File: src/rtl/cmpbuf_timer_pkg.sv
package cmpbuf_timer_pkg;
  localparam int          BUS_W       = 8;
  localparam logic [7:0]  CH_BASE_ADR = 8'hB2;
  localparam logic [7:0]  CNT_HI_ADR  = 8'hBE;
  localparam logic [7:0]  CNT_LO_ADR  = 8'hBF;
endpackage

File: src/rtl/cmpbuf_timer_counter.sv
module cmpbuf_timer_counter #(
  parameter int CNT_W = 10
) (
  input  logic             clk_i,
  input  logic             rst_ni,
  input  logic             en_i,
  output logic [CNT_W-1:0] cnt_o
);
  localparam logic [CNT_W-1:0] ONE = {{(CNT_W-1){1'b0}}, 1'b1};

  always_ff @(posedge clk_i or negedge rst_ni) begin
    if (!rst_ni)   cnt_o <= '0;
    else if (en_i) cnt_o <= cnt_o + ONE;
  end
endmodule

File: src/rtl/cmpbuf_timer_channel.sv
module cmpbuf_timer_channel #(
  parameter int CNT_W  = 10,
  parameter int DATA_W = 8
) (
  input  logic              clk_i,
  input  logic              rst_ni,
  input  logic              en_i,
  input  logic [CNT_W-1:0]  cnt_i,
  input  logic              wr_hi_i,
  input  logic              wr_lo_i,
  input  logic [DATA_W-1:0] wdata_i,
  output logic [CNT_W-1:0]  hold_o,
  output logic [CNT_W-1:0]  act_o,
  output logic              match_o
);
  localparam int HI_W = CNT_W - DATA_W;

  logic pend_q;
  logic hit;

  assign hit = en_i && (cnt_i == act_o);

  always_ff @(posedge clk_i or negedge rst_ni) begin
    if (!rst_ni) begin
      hold_o  <= '0;
      act_o   <= '0;
      pend_q  <= 1'b0;
      match_o <= 1'b0;
    end else begin
      match_o <= hit;
      if (hit && pend_q) act_o <= hold_o;
      if (wr_hi_i) hold_o[CNT_W-1:DATA_W] <= wdata_i[DATA_W-1 -: HI_W];
      if (wr_lo_i) hold_o[DATA_W-1:0]     <= wdata_i;
      // a write on the transfer edge stays pending
      if (wr_hi_i || wr_lo_i) pend_q <= 1'b1;
      else if (hit)           pend_q <= 1'b0;
    end
  end
endmodule

File: src/rtl/cmpbuf_timer_regif.sv
module cmpbuf_timer_regif
  import cmpbuf_timer_pkg::*;
#(
  parameter int CNT_W  = 10,
  parameter int NUM_CH = 2
) (
  input  logic                         clk_i,
  input  logic                         rst_ni,
  input  logic                         wr_i,
  input  logic                         rd_i,
  input  logic [7:0]                   addr_i,
  input  logic [CNT_W-1:0]             cnt_i,
  input  logic [NUM_CH-1:0][CNT_W-1:0] hold_i,
  output logic [NUM_CH-1:0]            wr_hi_o,
  output logic [NUM_CH-1:0]            wr_lo_o,
  output logic [BUS_W-1:0]             rdata_o
);
  localparam int HI_W  = CNT_W - BUS_W;
  localparam int PAD_W = BUS_W - HI_W;

  logic [HI_W-1:0]                 shadow_q;
  logic [NUM_CH-1:0][BUS_W-1:0]    ch_rd;
  logic [BUS_W-1:0]                cnt_rd;

  always_ff @(posedge clk_i or negedge rst_ni) begin
    if (!rst_ni) shadow_q <= '0;
    else if (rd_i && addr_i == CNT_LO_ADR) shadow_q <= cnt_i[CNT_W-1:BUS_W];
  end

  for (genvar c = 0; c < NUM_CH; c++) begin : g_ch
    localparam logic [7:0] HI_A = CH_BASE_ADR + 8'(2 * c);
    localparam logic [7:0] LO_A = HI_A + 8'd1;
    assign wr_hi_o[c] = wr_i && (addr_i == HI_A);
    assign wr_lo_o[c] = wr_i && (addr_i == LO_A);
    always_comb begin
      ch_rd[c] = '0;
      if (rd_i && addr_i == HI_A) ch_rd[c] = {hold_i[c][CNT_W-1:BUS_W], {PAD_W{1'b0}}};
      if (rd_i && addr_i == LO_A) ch_rd[c] = hold_i[c][BUS_W-1:0];
    end
  end

  always_comb begin
    cnt_rd = '0;
    if (rd_i && addr_i == CNT_HI_ADR) cnt_rd = {shadow_q, {PAD_W{1'b0}}};
    if (rd_i && addr_i == CNT_LO_ADR) cnt_rd = cnt_i[BUS_W-1:0];
    rdata_o = cnt_rd;
    for (int c = 0; c < NUM_CH; c++) rdata_o = rdata_o | ch_rd[c];
  end
endmodule

File: src/rtl/cmpbuf_timer.sv
module cmpbuf_timer
  import cmpbuf_timer_pkg::*;
#(
  parameter int CNT_W  = 10,
  parameter int NUM_CH = 2
) (
  input  logic              clk_i,
  input  logic              rst_ni,
  input  logic              cnt_en_i,
  input  logic              bus_wr_i,
  input  logic              bus_rd_i,
  input  logic [7:0]        bus_addr_i,
  input  logic [7:0]        bus_wdata_i,
  output logic [7:0]        bus_rdata_o,
  output logic [NUM_CH-1:0] match_o
);
  logic [CNT_W-1:0]             cnt_q;
  logic [NUM_CH-1:0][CNT_W-1:0] hold_w;
  logic [NUM_CH-1:0][CNT_W-1:0] act_w;
  logic [NUM_CH-1:0]            wr_hi;
  logic [NUM_CH-1:0]            wr_lo;

  cmpbuf_timer_counter #(.CNT_W(CNT_W)) u_cnt (
    .clk_i (clk_i),
    .rst_ni(rst_ni),
    .en_i  (cnt_en_i),
    .cnt_o (cnt_q)
  );

  cmpbuf_timer_regif #(.CNT_W(CNT_W), .NUM_CH(NUM_CH)) u_regif (
    .clk_i  (clk_i),
    .rst_ni (rst_ni),
    .wr_i   (bus_wr_i),
    .rd_i   (bus_rd_i),
    .addr_i (bus_addr_i),
    .cnt_i  (cnt_q),
    .hold_i (hold_w),
    .wr_hi_o(wr_hi),
    .wr_lo_o(wr_lo),
    .rdata_o(bus_rdata_o)
  );

  for (genvar c = 0; c < NUM_CH; c++) begin : g_ch
    cmpbuf_timer_channel #(.CNT_W(CNT_W), .DATA_W(BUS_W)) u_ch (
      .clk_i  (clk_i),
      .rst_ni (rst_ni),
      .en_i   (cnt_en_i),
      .cnt_i  (cnt_q),
      .wr_hi_i(wr_hi[c]),
      .wr_lo_i(wr_lo[c]),
      .wdata_i(bus_wdata_i),
      .hold_o (hold_w[c]),
      .act_o  (act_w[c]),
      .match_o(match_o[c])
    );
  end
endmodule

File: config.mk
export PLATFORM = sky130hd
export DESIGN_NAME = cmpbuf_timer
export DESIGN_NICKNAME = d
export VERILOG_FILES = /design/src/rtl/cmpbuf_timer_pkg.sv /design/src/rtl/cmpbuf_timer_counter.sv /design/src/rtl/cmpbuf_timer_channel.sv /design/src/rtl/cmpbuf_timer_regif.sv /design/src/rtl/cmpbuf_timer.sv
export SDC_FILE = /design/constraint.sdc
export NUM_CORES = 1
export LEC_CHECK = 0
export BUFFER_PORTS_ARGS = -buffer_cell sky130_fd_sc_hd__buf_2
export CORE_AREA = 4 4 72 74
export DETAILED_ROUTE_END_ITERATION = 10
export DIE_AREA = 0 0 76 78
export PLACE_DENSITY_LB_ADDON = 0.2
export SLEW_MARGIN = 10
export SYNTH_ARGS = -nofsm -noshare
export SYNTH_HDL_FRONTEND = slang
export SYNTH_SLANG_ARGS = --single-unit
File: constraint.sdc
create_clock -name clk_i -period 3.3 [get_ports clk_i]
set_input_delay 0.66 -clock clk_i [delete_from_list [all_inputs] [get_ports clk_i]]
set_output_delay 0.66 -clock clk_i [all_outputs]
set_load 0.05 [all_outputs]
==> flow_summary.json <==
{
  "htree_levels": 2,
  "antenna_found_initial": 0,
  "min_period_over_period_pct": 86.2,
  "cp.arrival_ps": 2180,
  "initial_core_util_pct": 60.4,
  "cp_slowest_stage_delay_ps": 420,
  "synth_simple_gate_area_share_pct": 11.9,
  "vdd_ir_drop_max_mv": 0.296,
  "dr.pass1.iters": 4,
  "ys_async_sr_fraction_pct": 100,
  "clkTransAtPathRegs_ps": 100,
  "hold_viol_final": 0,
  "crit_top_cell": "buf_2",
  "muxShareOfSynthArea_pct": 19.6,
  "synth_adder_area_share_pct": 0.451,
  "period_minus_slack_ps": 2840,
  "fmax_mhz": 352,
  "die_h_um": 78,
  "drc": 0,
  "clock_latency_ps": 310,
  "critPathBufInv": 3,
  "cts_buffers": 5,
  "ant_nets": 0,
  "ys_types": 33,
  "drv_cap": 0,
  "path_max_fanout": 9,
  "status": "completed",
  "finalSetupTns_ps": 0,
  "pin_count": 31,
  "cts_tree": "done",
  "grt_pass1_wl_mm": 8.60,
  "max_slew.worst_pin.slew_ps": 1010,
  "nets": 267,
  "synth-warning-count": 0,
  "ys_seq_area_share_pct": 50.5,
  "synthToLayoutAreaGrowth_pct": 9.42,
  "die_area_mm2": 0.00593,
  "gp_congestion": 0.815,
  "drt_iter0_markers": 69,
  "ys_seq_elements": 56,
  "synth_top_family_by_area": "multiplexers",
  "worst_slew_margin_rel_pct": 32.6,
  "n_antenna_cell": 0,
  "drive_gt1_share_pct": 38.8,
  "nFillCells": 378,
  "crit_family": "simple AND/OR/NAND/NOR gates",
  "io_buffer_count": 30,
  "crit_path_end_kind": "output pin",
  "total_power_mw": 1.57,
  "power.leakage_nw": 1.59,
  "netlist_area_mm2": 0.00278,
  "avgSynthCellArea_um2": 12.9,
  "power.density_mw_per_mm2": 518,
  "hp-class": "in -> async",
  "synthesis.nets": 237,
  "synth_flop_cell": "dfrtp_1",
  "clock-sinks": 56,
  "slew_violations": 0,
  "skew_ps": 11.4,
  "viasPerCell": 5.63,
  "grtUsageTotal_pct": 18.2,
  "grt-ovfl-total": 0,
  "crit_slowest_cell": "or2_2",
  "required_ps": 2640,
  "die_x_um": 76,
  "hpwlAfterDp_mm": 3.85,
  "synth_edf_count": 0,
  "rsz0062_at_grt": "false",
  "cts_setup_buffers": 0,
  "syn_inst": 215,
  "grt_pass1_vias": 1768,
  "grt_max_degree": 48,
  "std_cell_rows": 25,
  "clk_path_buf_depth": 2,
  "cts.repair.resized": 0,
  "vias": 1682,
  "crit_type": "in -> out",
  "wirelength_mm": 5.12,
  "path_cells": "buf_2 -> nand4b_2 -> or2_2 -> nor2_1 -> buf_4 -> a21o_1 -> buf_2",
  "holdBufCountCts": 0,
  "core-area_mm2": 0.00460,
  "cts_root_buf": "clkbuf_8",
  "setup_viol": 0,
  "wl_per_cell_um": 17.1,
  "synth_compound_area_share_pct": 5.14,
  "startpoint_type": "input port",
  "synth-xor-area-share_pct": 9.15
}
power by group:
part | leakage (nW) | total [mW] | switching [mW] | internal (mW)
Clock | 0.0410 | 0.350 | 0.205 | 0.145
Combinational | 0.782 | 0.324 | 0.163 | 0.161
Sequential | 0.765 | 0.900 | 0.135 | 0.765
Total | 1.59 | 1.57 | 0.503 | 1.07
placed cells by master (no fill, tap or decap), types with 4 or more instances in the layout:
master    Yosys  layout
inv_1         5       5
nor3_1        4       4
nand4_1       7       7
mux2_2       43      43
dfrtp_1      56      56
xor2_1       18      18
buf_4         3       5
buf_2         6      30
a22o_1        6       6
a21o_1        6       6
nor2_1        6       6
nand2_1       8       8
xnor2_1      11      11
clkbuf_8      0       5
mux2i_1       6       6
final cells by class:
type	count	area (um2)	area share, %
Sequential cell	56	1400	46.1
Multi-Input combinational cell	142	1280	42.3
Timing Repair Buffer	35	188	6.18
Clock buffer	6	72.6	2.39
Tap cell	54	67.6	2.22
Inverter	5	18.8	0.618
Clock inverter	1	5.00	0.165
kinds of logic (layout without fill, tap and decap cells):
group	count (synthesis)	in the layout
simple gates	45	45
mux	49	49
xor+xnor	29	29
compound gates	18	18
fa+ha+maj	1	1
flops	56	56
buf+inv	17	47
worst paths after layout:
path                                     start                    end  slack [ps]  depth (start not counted)
max                              bus_addr_i[6]         bus_rdata_o[0]         460                          7
min reg2reg                u_regif.shadow_q[1]    u_regif.shadow_q[1]         510                          1
max in group asynchronous               rst_ni  g_ch[0].u_ch.act_o[7]        2050                          2
max reg2reg                     u_cnt.cnt_o[0]  g_ch[1].u_ch.act_o[0]        1420                          4
min in group clk_i         u_regif.shadow_q[1]    u_regif.shadow_q[1]         510                          1
min                                     rst_ni  g_ch[1].u_ch.act_o[1]         510                          1
state kept, by name, indices dropped and copies added, names as in the netlist:
name,count
g_ch.u_ch.act_o,20
u_regif.shadow_q,2
g_ch.u_ch.hold_o,20
u_cnt.cnt_o,10
g_ch.u_ch.pend_q,2
g_ch.u_ch.match_o,2
per-stage QoR:
step / instance area [um2] / hold WS [ps] / cells / util [%] / setup slack (ps)
2_1_floorplan: 2780 / 364 / 215 / - / 603
3_3_place_gp: 2960 / 495 / 292 / 64.4 / 485
3_5_place_dp: 2960 / 502 / 292 / 64.4 / 455
4_1_cts: 3040 / 519 / 299 / 66.1 / 453
5_1_grt: 3040 / 536 / 299 / 66.1 / 371
6_report: 3040 / 515 / 299 / 66.1 / 456
synthesized netlist by cell type, types with 3 or more instances:
| cell type | count | area, um2 |
|---|---|---|
| inv_1 | 5 | 18.8 |
| buf_4 | 3 | 22.5 |
| xor2_1 | 18 | 158 |
| buf_2 | 6 | 30.0 |
| xnor2_1 | 11 | 96.3 |
| nor3_1 | 4 | 20.0 |
| a22o_1 | 6 | 52.6 |
| nand4_1 | 7 | 43.8 |
| mux2i_1 | 6 | 60.1 |
| a21o_1 | 6 | 45.0 |
| mux2_2 | 43 | 484 |
| dfrtp_1 | 56 | 1400 |
| nand2_1 | 8 | 30.0 |
| nor2_1 | 6 | 22.5 |
layer usage:
| metal | routed length [um] | track usage [%] | part of all wire, % | vias up |
|---|---|---|---|---|
| li1 | - | - | - | 817 |
| met1 | 2530 | 26.3 | 49 | 840 |
| met4 | 58 | 4.80 | 1.1 | 0 |
| met2 | 2380 | 27.5 | 46 | 19 |
| met5 | 0 | 0 | 0 | - |
| met3 | 149 | 4.06 | 2.9 | 6 |
(Power assumes the default switching activity.)
